**src/rtl/irqc_pkg.sv**
```systemverilog
package irqc_pkg;

    localparam int unsigned OFF_STAT = 32'h0;
    localparam int unsigned OFF_SET  = 32'h4;
    localparam int unsigned OFF_EN   = 32'h8;
    localparam int unsigned OFF_MASK = 32'hC;

    typedef enum logic [1:0] {
        RD_ZERO = 2'd0,
        RD_STAT = 2'd1,
        RD_EN   = 2'd2,
        RD_MASK = 2'd3
    } irqc_rd_e;

    typedef struct packed {
        logic clr;
        logic set;
        logic en;
    } irqc_wr_t;

endpackage

```
**src/rtl/irqc_decode.sv**
```systemverilog
module irqc_decode
    import irqc_pkg::*;
#(
    parameter int unsigned ADDR_W = 4
) (
    input  logic [ADDR_W-1:0] addr_i,
    input  logic              we_i,
    output irqc_wr_t          wr_o,
    output irqc_rd_e          rd_o
);

    logic hit_stat;
    logic hit_set;
    logic hit_en;
    logic hit_mask;

    always_comb begin
        hit_stat = (addr_i == ADDR_W'(OFF_STAT));
        hit_set  = (addr_i == ADDR_W'(OFF_SET));
        hit_en   = (addr_i == ADDR_W'(OFF_EN));
        hit_mask = (addr_i == ADDR_W'(OFF_MASK));

        wr_o.clr = we_i & hit_stat;
        wr_o.set = we_i & hit_set;
        wr_o.en  = we_i & hit_en;

        if (hit_stat || hit_set) begin
            rd_o = RD_STAT;
        end else if (hit_en) begin
            rd_o = RD_EN;
        end else if (hit_mask) begin
            rd_o = RD_MASK;
        end else begin
            rd_o = RD_ZERO;
        end
    end

endmodule

```
**src/rtl/irqc_regfile.sv**
```systemverilog
module irqc_regfile
    import irqc_pkg::*;
#(
    parameter int unsigned NUM_SRC = 32
) (
    input  logic               clk,
    input  logic               rst_n,
    input  logic [NUM_SRC-1:0] src_i,
    input  irqc_wr_t           wr_i,
    input  logic [NUM_SRC-1:0] wdata_i,
    output logic [NUM_SRC-1:0] status_o,
    output logic [NUM_SRC-1:0] enable_o,
    output logic [NUM_SRC-1:0] prev_o
);

    typedef struct packed {
        logic [NUM_SRC-1:0] status;
        logic [NUM_SRC-1:0] enable;
        logic [NUM_SRC-1:0] prev;
    } rf_t;

    rf_t rf_d;
    rf_t rf_q;

    logic [NUM_SRC-1:0] stat_nxt;

    // Per-bit status update: software first, then line level, falling line last.
    for (genvar i = 0; i < NUM_SRC; i++) begin : g_bit
        logic sw_val;
        logic fell;

        always_comb begin
            if (wr_i.set) begin
                sw_val = wdata_i[i];
            end else if (wr_i.clr) begin
                sw_val = rf_q.status[i] & ~wdata_i[i];
            end else begin
                sw_val = rf_q.status[i];
            end
            fell        = rf_q.prev[i] & ~src_i[i];
            stat_nxt[i] = (sw_val | src_i[i]) & ~fell;
        end
    end

    always_comb begin
        rf_d        = rf_q;
        rf_d.status = stat_nxt;
        rf_d.prev   = src_i;
        if (wr_i.en) begin
            rf_d.enable = wdata_i;
        end
    end

    always_ff @(posedge clk or negedge rst_n) begin
        if (!rst_n) begin
            rf_q <= '0;
        end else begin
            rf_q <= rf_d;
        end
    end

    assign status_o = rf_q.status;
    assign enable_o = rf_q.enable;
    assign prev_o   = rf_q.prev;

endmodule

```
**src/rtl/irqc_rdmux.sv**
```systemverilog
module irqc_rdmux
    import irqc_pkg::*;
#(
    parameter int unsigned NUM_SRC = 32
) (
    input  irqc_rd_e           sel_i,
    input  logic [NUM_SRC-1:0] status_i,
    input  logic [NUM_SRC-1:0] enable_i,
    output logic [NUM_SRC-1:0] rdata_o
);

    always_comb begin
        unique case (sel_i)
            RD_STAT: rdata_o = status_i;
            RD_EN:   rdata_o = enable_i;
            RD_MASK: rdata_o = status_i & enable_i;
            default: rdata_o = '0;
        endcase
    end

endmodule

```
**src/rtl/irqc_reqgen.sv**
```systemverilog
module irqc_reqgen #(
    parameter int unsigned NUM_SRC = 32
) (
    input  logic               clk,
    input  logic               rst_n,
    input  logic [NUM_SRC-1:0] status_i,
    input  logic [NUM_SRC-1:0] enable_i,
    output logic               irq_o
);

    typedef struct packed {
        logic irq;
    } req_t;

    req_t req_d;
    req_t req_q;

    always_comb begin
        req_d     = req_q;
        req_d.irq = |(status_i & enable_i);
    end

    always_ff @(posedge clk or negedge rst_n) begin
        if (!rst_n) begin
            req_q <= '0;
        end else begin
            req_q <= req_d;
        end
    end

    assign irq_o = req_q.irq;

endmodule

```
**src/rtl/lvl_irq_ctrl.sv**
```systemverilog
module lvl_irq_ctrl
    import irqc_pkg::*;
#(
    parameter int unsigned NUM_SRC = 32,
    parameter int unsigned ADDR_W  = 4
) (
    input  logic               clk,
    input  logic               rst_n,
    input  logic [NUM_SRC-1:0] irq_src_i,
    input  logic [ADDR_W-1:0]  reg_addr_i,
    input  logic               reg_we_i,
    input  logic [NUM_SRC-1:0] reg_wdata_i,
    output logic [NUM_SRC-1:0] reg_rdata_o,
    output logic               cpu_irq_o
);

    irqc_wr_t           wr_strb;
    irqc_rd_e           rd_sel;
    logic [NUM_SRC-1:0] stat_q;
    logic [NUM_SRC-1:0] en_q;
    logic [NUM_SRC-1:0] prev_q;

    irqc_decode #(.ADDR_W(ADDR_W)) u_decode (
        .addr_i (reg_addr_i),
        .we_i   (reg_we_i),
        .wr_o   (wr_strb),
        .rd_o   (rd_sel)
    );

    irqc_regfile #(.NUM_SRC(NUM_SRC)) u_regfile (
        .clk      (clk),
        .rst_n    (rst_n),
        .src_i    (irq_src_i),
        .wr_i     (wr_strb),
        .wdata_i  (reg_wdata_i),
        .status_o (stat_q),
        .enable_o (en_q),
        .prev_o   (prev_q)
    );

    irqc_rdmux #(.NUM_SRC(NUM_SRC)) u_rdmux (
        .sel_i    (rd_sel),
        .status_i (stat_q),
        .enable_i (en_q),
        .rdata_o  (reg_rdata_o)
    );

    irqc_reqgen #(.NUM_SRC(NUM_SRC)) u_reqgen (
        .clk      (clk),
        .rst_n    (rst_n),
        .status_i (stat_q),
        .enable_i (en_q),
        .irq_o    (cpu_irq_o)
    );

endmodule

```
**config.mk**
```make
export PLATFORM = sky130hd
export DESIGN_NAME = lvl_irq_ctrl
export DESIGN_NICKNAME = d
export VERILOG_FILES = /design/src/rtl/irqc_pkg.sv /design/src/rtl/irqc_decode.sv /design/src/rtl/irqc_regfile.sv /design/src/rtl/irqc_rdmux.sv /design/src/rtl/irqc_reqgen.sv /design/src/rtl/lvl_irq_ctrl.sv
export SDC_FILE = /design/constraint.sdc
export NUM_CORES = 1
export LEC_CHECK = 0
export ABC_AREA = 1
export CAP_MARGIN = 20
export CORE_ASPECT_RATIO = 0.9
export CORE_MARGIN = 1.5
export CORE_UTILIZATION = 39
export CTS_CLUSTER_SIZE = 28
export DETAILED_ROUTE_END_ITERATION = 10
export DONT_BUFFER_PORTS = 1
export PLACE_DENSITY = 0.5
export REMOVE_ABC_BUFFERS = 1
export SETUP_SLACK_MARGIN = 0.2
export SYNTH_ARGS = -nofsm -noshare
export SYNTH_HDL_FRONTEND = slang
export SYNTH_HIERARCHICAL = 1
export SYNTH_SLANG_ARGS = --single-unit
```
**constraint.sdc**
```tcl
create_clock -name clk -period 1.6 [get_ports clk]
set_input_delay 0.32 -clock clk [delete_from_list [all_inputs] [get_ports clk]]
set_output_delay 0.32 -clock clk [all_outputs]
set_load 0.01 [all_outputs]
```
==> results of run 1 <==
## worst register-to-register path: cells and delay by family, from the launching register on
kind             cells  cell delay (ns)
flip-flops           1             0.42
AND/OR/NAND/NOR      6             0.57
## routing by layer
layer	up-vias	GRT usage (%)	wire length (um)
met1	1896	24.9	5720
met5	-	0	0
li1	2070	-	-
met3	2	7.27	914
met2	107	35.0	6770
met4	0	4.67	40
## registers in the layout, summed over array words and instances (netlist names)
register	flops
u_regfile/enable_o	32
u_regfile/prev_o	32
u_regfile/status_o	32
u_reqgen/irq_o	1
## power by group
group | internal [mW] | switching, mW | leakage (nW)
Clock | 1.28 | 0.889 | 0.148
Combinational | 0.404 | 0.619 | 1.90
Sequential | 2.75 | 0.229 | 1.09
## cell type report
type | instances | area share [%]
Multi-Input combinational cell | 461 | 37.9
Tap cell | 164 | 3.34
Clock inverter | 3 | 0.651
Inverter | 103 | 6.65
Clock buffer | 12 | 4.17
Timing Repair Buffer | 42 | 7.83
Sequential cell | 97 | 39.5
## per-stage QoR
step	cell area, um2	utilization (%)	hold WS (ns)
final	6150	48.3	-0.335
after global routing	6150	48.3	-0.361
after CTS	6090	47.8	-0.354
after detailed placement	5220	40.9	0.0264
after global placement	5220	40.9	0.0273
after floorplan	4860	-	0.0244
## cells by family after synthesis
| family | count (synthesis) | synth area share [%] |
|---|---|---|
| compound gates | 64 | 8.46 |
| buf+inv | 129 | 12.9 |
| simple gates | 394 | 31.2 |
| flops | 97 | 47.4 |
## cell usage in the layout, fill, tap and decap left out
master and n:
nor2_4 24, a21oi_2 30, nor2_2 40, buf_6 1, nor2_1 48, buf_4 2
a21oi_1 34, buf_8 1, dlygate4sd3_1 32, nand2_8 4, clkbuf_16 9, inv_4 1
clkbuf_8 2, inv_8 2, clkbuf_1 1, clkinv_2 2, dfrtp_1 97, inv_1 98
nand2_1 256, bufinv_16 1, buf_12 6, nand2_2 25, inv_2 1, inv_6 1
## final timing paths
| kind | from | end | slack (ns) | depth (start not counted) |
|---|---|---|---|---|
| worst min-delay path | rst_n | u_regfile/prev_o[22]$_DFF_PN0_ | -0.33 | 0 |
| worst min register to register | u_regfile/prev_o[0]$_DFF_PN0_ | u_regfile/status_o[0]$_DFF_PN0_ | 0.48 | 3 |
| worst max-delay path | reg_addr_i[1] | reg_rdata_o[17] | 0.12 | 7 |
| min in group clk | irq_src_i[5] | u_regfile/status_o[5]$_DFF_PN0_ | 0.07 | 2 |
| worst max register to register | u_regfile/status_o[18]$_DFF_PN0_ | u_reqgen/irq_o$_DFF_PN0_ | 0.51 | 6 |
| max in group asynchronous | rst_n | u_regfile/prev_o[0]$_DFF_PN0_ | 1.78 | 0 |
## what timing repair did
action | 4_1_cts | 5_1_grt
gates cloned | 3 | 0
pin swaps | 6 | 4
setup endpoints to repair | 32 | 32
gates resized for setup | 64 | 18
endpoints found under the hold margin | 129 | 97
==> results_dict.tcl, run 1 <==
set metrics [dict create \
    io_buffer_count 0 \
    pre_cts_slack_ns -0.0592 \
    setup_tns_ns 0 \
    ys.warnings.count 6 \
    routabilityCongestion 0.749 \
    period_needed_ns 1.48 \
    die_area_mm2 0.0138 \
    die_w_um 124 \
    vias_per_cell 4.62 \
    grt_overflow 0 \
    path_buf_inv 3 \
    fin_crit_sh_pct 92.8 \
    dr.pass1.iters 5 \
    cp_max_fo 16 \
    synth_top_cell_by_area "dfrtp_1" \
    drc_errors 0 \
    grt_pass1_vias 4209 \
    dp.cells 832 \
    synth-seq-cells 97 \
    total_power_mw 6.17 \
    fill_cells 1277 \
    antenna_found_initial 0 \
    seq_area_mm2 0.00243 \
    setup_ws_ns 0.115 \
    rsz0062_at_grt "true" \
    layoutNonFillerInstCount 882 \
    critical_path_required_ns 1.28 \
    ys_top_cells_by_area "dfrtp_1 47%, nand2_1 19%, inv_1 7.3%" \
    synth_edf_count 0 \
    totalWireLength_mm 13.4 \
    slowest_delay_ns 0.18 \
    yosysUniqueCellTypes 15 \
    die_y_um 112 \
    synth_area_mm2 0.00512 \
    worst-slew-pin-transition_ns 0.323 \
    crit_type "in2out" \
    route.detailed.wl_per_inst_um 15.2 \
    clkSinkCount 97 \
    hp-class "in2async" \
    yosysMostFrequentCell "nand2_1" \
    layout-drive-gt1-share_pct 21.2 \
    h-tree-depth 3 \
    finalMaxSlewViolations 0 \
    cts_inserted_buffers 9 \
    detail-route-antenna-nets 0 \
    ys_seq_area_share_pct 47.4 \
    whs_ns -0.335 \
    grt_max_degree 98 \
    synth_top_area_share_pct 47.4 \
    powerDensity_mw_per_mm2 1000 \
    clk_latency_ns 0.34 \
    cts.clk_slew.worst_paths_ns 0.06 \
    start_util_pct 40.2 \
    violations "negative hold slack" \
    power.leakage_nw 3.14 \
    ctsHoldBuffers 32 \
    root_buffer "clkbuf_16" \
    drt-initial-drc-count 211 \
    netlist_instances 684 \
    setup_viol 0 \
    multiInputGateArea_mm2 0.00233 \
    skew_ns 0.00310 \
    core_mm2 0.0127 \
    cp-end-kind "output pin" \
    dp_hpwl_mm 8.14 \
    synthTopCellsByCount "261 x nand2_1, 100 x inv_1, 97 x dfrtp_1, 91 x nor2_1, 34 x a21oi_1" \
    status "finished with violations" \
    cts_buffer_depth 2 \
    avgSynthCellArea_um2 7.49 \
    max_freq_mhz 673 \
    cts_tree "yes" \
    ioPinCount 104 \
    vias 4075 \
    grt_first_pass_wirelength_mm 21.1 \
    synthFlopType "dfrtp_1" \
    vdd_drop_max_mv 0.787 \
    synthArstFlopShare_pct 100 \
    cts_setup_buffers 0 \
    hold_viol_final 97 \
    cp_cell_sequence "nor2_4 -> inv_2 -> nor2_4 -> inv_8 -> buf_12 -> nor2_2 -> nor2_2" \
    fp-row-count 39 \
    critical_path_arrival_ns 1.16 \
    slew_headroom_pct 78.4 \
    cap_violations 0 \
    area_growth_pct 20.1 \
    nets 785 \
    crit_family "simple AND/OR/NAND/NOR gates" \
    antenna-diode-count 0 \
    startpoint_type "input port" \
    grt_util_all_layers_pct 20.6 \
    critPathSlowestCell "buf_12" \
]
(Power assumes the default switching activity.)
==> run 2: changes to the inputs <==
--- a/config.mk
+++ b/config.mk
@@ -13,6 +13,7 @@
 export CTS_CLUSTER_SIZE = 28
 export DETAILED_ROUTE_END_ITERATION = 10
 export DONT_BUFFER_PORTS = 1
+export MAX_ROUTING_LAYER = met4
 export PLACE_DENSITY = 0.5
 export REMOVE_ABC_BUFFERS = 1
 export SETUP_SLACK_MARGIN = 0.2
==> run 2 against run 1 <==
  * Cell area stayed put
  * Critical path type unchanged
  * Fmax is 0.49% higher
  * Die area stayed put
  * Sequential cell count stayed put
  * Sequential power hardly changed
  * The flow still finishes with violations (negative hold slack)
==> results_dict.tcl, run 2 (synthesis gave the netlist of run 1 again) <==
set metrics [dict create \
    ioPinCount 104 \
    area_growth_pct 20.1 \
    h-tree-depth 3 \
    finalMaxSlewViolations 0 \
    met1_length_mm 5.85 \
    cp-end-kind "output pin" \
    critical_path_arrival_ns 1.16 \
    setup_tns_ns 0 \
    status "finished with violations" \
    crit_start "reg_addr_i[1]" \
    layout-drive-gt1-share_pct 21.2 \
    route.detailed.wl_per_inst_um 15.2 \
    die_y_um 112 \
    cts_setup_buffers 0 \
    fp-row-count 39 \
    grt_pass1_vias 4221 \
    grt_first_pass_wirelength_mm 21.1 \
    cp_max_fo 16 \
    cap_violations 0 \
    startpoint_type "input port" \
    worst-slew-pin-transition_ns 0.327 \
    cts_buffer_depth 2 \
    cts.clk_slew.worst_paths_ns 0.06 \
    antenna-diode-count 0 \
    ctsHoldBuffers 32 \
    skew_ns 0.00323 \
    total_power_mw 6.18 \
    grt_overflow 0 \
    die_area_mm2 0.0138 \
    whs_ns -0.335 \
    nets 785 \
    vdd_drop_max_mv 0.786 \
    start_util_pct 40.2 \
    clk_latency_ns 0.34 \
    wl_met2_mm 6.63 \
    io_buffer_count 0 \
    cts_inserted_buffers 9 \
    drt-initial-drc-count 212 \
    hold_viol_final 97 \
    cts_tree "yes" \
    vias_per_cell 4.60 \
    dr.pass1.iters 5 \
    root_buffer "clkbuf_16" \
    routabilityCongestion 0.759 \
    core_mm2 0.0127 \
    clkSinkCount 97 \
    final_common_cell "nand2_1" \
    period_needed_ns 1.48 \
    grt_util_all_layers_pct 21.2 \
    drc_errors 0 \
    fin_crit_sh_pct 92.4 \
    antenna_found_initial 0 \
    dp_hpwl_mm 8.14 \
    rsz0062_at_grt "true" \
    slew_headroom_pct 78.2 \
    top_layer "met4" \
    critical_path_required_ns 1.28 \
    fill_cells 1277 \
    die_w_um 124 \
    detail-route-antenna-nets 0 \
    powerDensity_mw_per_mm2 1000 \
    crit_type "in2out" \
    power.leakage_nw 3.14 \
    grt_max_degree 98 \
    violations "negative hold slack" \
    wl_met3_um 899 \
    hp-class "in2async" \
    r2r_start "u_regfile/status_o[18]$_DFF_PN0_" \
    setup_viol 0 \
    totalWireLength_mm 13.4 \
    final_cell_mix "256 x nand2_1, 98 x inv_1, 97 x dfrtp_1, 48 x nor2_1, 40 x nor2_2" \
    vias 4059 \
    max_freq_mhz 677 \
]
[run 2: cell counts in the layout (fill, tap and decap cells not counted)]
No cell type changed its count.
[run 2: stage by stage]
step	area [um2]	worst slack [ns]	instances	utilization [%]
after CTS	6090	0.126	882	47.8
after floorplan	4860	-1.62	658	-
after global routing	6150	0.0876	882	48.3
after global placement	5220	-0.0320	832	40.9
after detailed placement	5220	-0.0592	832	40.9
final	6150	0.122	882	48.3
[run 2: power breakdown]
group	switching, mW	internal (mW)
registers	0.229	2.75
logic	0.618	0.404
clock network	0.895	1.28
[run 2: final timing paths]
check	end	slack [ns]	depth (start not counted)
worst max-delay path	reg_rdata_o[20]	0.12	7
worst min-delay path	u_regfile/prev_o[22]$_DFF_PN0_	-0.34	0
worst max register to register	u_reqgen/irq_o$_DFF_PN0_	0.53	6
worst min register to register	u_regfile/status_o[0]$_DFF_PN0_	0.48	3
max in group asynchronous	u_regfile/enable_o[4]$_DFFE_PN0P_	1.73	0
min in group clk	u_regfile/status_o[5]$_DFF_PN0_	0.07	2
[run 2: layout make-up]
cell class                      count  area (um2)  share of cell area, %
Clock inverter                      3        40.0                  0.651
Inverter                          103         409                   6.65
Sequential cell                    97        2430                   39.5
Multi-Input combinational cell    461        2330                   37.9
Tap cell                          164         205                   3.34
Timing Repair Buffer               42         482                   7.83
Clock buffer                       12         256                   4.17
[run 2: critical path, cell delays in order]
cell    delay, ns
nor2_4       0.13
inv_2        0.06
nor2_4       0.16
inv_8        0.10
buf_12       0.18
nor2_2       0.13
nor2_2       0.07
[run 2: timing repair]
item,CTS,global route
gates cloned,3,0
resized for setup,64,18
setup endpoints to repair,32,32
endpoints found under the hold margin,129,97
pin swaps,6,4
[run 2: per-layer routing]
layer | vias up | global-route usage [%]
met3 | 5 | 6.66
li1 | 2073 | -
met5 | - | -
met2 | 107 | 34.9
met1 | 1874 | 25.3
met4 | 0 | 4.67
==> run 3: changes to the inputs <==
--- a/config.mk
+++ b/config.mk
@@ -10,6 +10,8 @@
 export CORE_ASPECT_RATIO = 0.9
 export CORE_MARGIN = 1.5
 export CORE_UTILIZATION = 39
+export CTS_BUF_LIST = sky130_fd_sc_hd__clkbuf_8
+export CTS_CLUSTER_DIAMETER = 150
 export CTS_CLUSTER_SIZE = 28
 export DETAILED_ROUTE_END_ITERATION = 10
 export DONT_BUFFER_PORTS = 1
==> run 3 against run 2 <==
  * Clock power decreased by 26%
  * Die area unchanged
  * Non-clock buffer count is 6 higher
  * Hold slack worse by 0.035 ns
  * Sequential share of layout area up 0.23 points
  * Global-route usage down 0.064 points
  * Combinational power hardly changed
  * Largest power group unchanged
  * Wire length up 0.19%
  * Core utilization decreased by 0.28 points
  * The run still ends with negative hold slack left
==> results_dict.tcl, run 3 (synthesis gave the netlist of run 1 again) <==
set metrics [dict create \
    dpl_cell_area_mm2 0.00522 \
    h-tree-depth 3 \
    whs_ns -0.370 \
    hold_viol_final 97 \
    worst-slew-pin-transition_ns 0.333 \
    crit_family "simple AND/OR/NAND/NOR gates" \
    setup_ws_ns 0.124 \
    start_util_pct 40.2 \
    slew_headroom_pct 77.8 \
    vias 4073 \
    skew_ns 0.00417 \
    status "finished with violations" \
    cp_max_fo 16 \
    ioPinCount 104 \
    crit_type "in2out" \
    vdd_drop_max_mv 0.670 \
    finalMaxSlewViolations 0 \
    drc_errors 0 \
    fin_area_mm2 0.00612 \
    fp-row-count 39 \
    drt-initial-drc-count 195 \
    antenna_found_initial 0 \
    final_common_cell "nand2_1" \
    grt_pass1_vias 4228 \
    worstRegToRegCells 7 \
    nets 791 \
    final_cell_mix "254 x nand2_1, 99 x inv_1, 97 x dfrtp_1, 48 x nor2_1, 36 x nor2_2" \
    dr.pass1.iters 4 \
    critical_path_required_ns 1.28 \
    cts_buffer_depth 2 \
    clk_latency_ns 0.38 \
    period_needed_ns 1.48 \
    cp_cell_sequence "nor2_4 -> inv_2 -> nor2_4 -> inv_8 -> buf_12 -> nor2_2 -> nor2_2" \
    grt_first_pass_wirelength_mm 21.1 \
    power.leakage_nw 3.13 \
    path_buf_inv 3 \
    grt_util_all_layers_pct 21.1 \
    cp-end-kind "output pin" \
    max_freq_mhz 677 \
    cts_tree "yes" \
    vias_per_cell 4.59 \
    critPathSlowestCell "buf_12" \
    routabilityCongestion 0.759 \
    totalWireLength_mm 13.5 \
    slowest_delay_ns 0.18 \
    ctsHoldBuffers 32 \
    setup_viol 0 \
    root_buffer "clkbuf_8" \
    dp_hpwl_mm 8.14 \
    antenna-diode-count 0 \
    cp.depth 7 \
    grt_max_degree 98 \
    startpoint_type "input port" \
    pre_cts_slack_ns -0.0592 \
    fill_cells 1285 \
    powerDensity_mw_per_mm2 924 \
    violations "negative hold slack" \
    total_power_mw 5.65 \
    grt_overflow 0 \
    critical_path_arrival_ns 1.16 \
    detail-route-antenna-nets 0 \
    core_mm2 0.0127 \
    layout-drive-gt1-share_pct 22.1 \
    io_buffer_count 0 \
    hp-class "in2async" \
    die_area_mm2 0.0138 \
    clkSinkCount 97 \
    cts.clk_slew.worst_paths_ns 0.09 \
    layoutNonFillerInstCount 888 \
    cap_violations 0 \
    fin_crit_sh_pct 92.3 \
    rsz0062_at_grt "true" \
    cts_inserted_buffers 9 \
    dp.cells 832 \
    area_growth_pct 19.5 \
    route.detailed.wl_per_inst_um 15.2 \
    die_y_um 112 \
    die_w_um 124 \
]
==> run 3: cell type report <==
class,instances,area (um2),area share [%]
Sequential cell,97,2430,39.7
Multi-Input combinational cell,461,2360,38.5
Timing Repair Buffer,48,523,8.55
Inverter,103,409,6.69
Tap cell,164,205,3.36
Clock buffer,11,151,2.48
Clock inverter,4,43.8,0.716
==> run 3: worst register-to-register path, delay by kind of cell, from the launching register on <==
family / cells / cell delay (ns)
buffers and inverters: 1 / 0.14
flip-flops: 1 / 0.39
AND/OR/NAND/NOR: 6 / 0.51
==> run 3: power by group <==
group	switching, mW	leakage [nW]	internal, mW	total [mW]
combinational	0.629	1.93	0.425	1.05
clock	0.830	0.106	0.789	1.62
sequential	0.233	1.09	2.74	2.97
total	1.69	3.13	3.96	5.65
==> run 3: worst paths after layout <==
check                                                  from                               to  slack [ns]
max                                           reg_addr_i[0]                  reg_rdata_o[20]        0.12
min                                                   rst_n   u_regfile/prev_o[22]$_DFF_PN0_       -0.37
max reg2reg                u_regfile/status_o[30]$_DFF_PN0_         u_reqgen/irq_o$_DFF_PN0_        0.46
min reg2reg                   u_regfile/prev_o[0]$_DFF_PN0_  u_regfile/status_o[0]$_DFF_PN0_        0.49
max in group asynchronous                             rst_n  u_regfile/status_o[3]$_DFF_PN0_        1.79
min in group clk                               irq_src_i[5]  u_regfile/status_o[5]$_DFF_PN0_        0.03
==> run 3: what timing repair did <==
action / in CTS / in global routing
gates resized for setup: 64 / 23
pin swaps: 6 / 6
setup buffers: 1 / 5
setup endpoints to repair: 32 / 32
gates cloned: 3 / 0
endpoints found under the hold margin: 129 / 97
==> run 3: routing by layer <==
metal | GRT usage [%] | part of all wire (%) | routed length [um] | vias up
met5 | - | 0 | 0 | -
met4 | 4.21 | 0.94 | 127 | 0
met3 | 6.51 | 6.4 | 864 | 12
met2 | 34.9 | 49 | 6600 | 93
met1 | 25.5 | 44 | 5880 | 1888
li1 | - | - | - | 2080
==> run 3: through the flow <==
stage | hold slack [ns] | TNS, ns | util (%)
floorplan | 0.0244 | -106.98 | -
global placement | 0.0273 | -0.148 | 40.9
detailed placement | 0.0264 | -0.439 | 40.9
CTS | -0.394 | 0 | 47.1
global route | -0.405 | 0 | 48.0
finish | -0.370 | 0 | 48.0
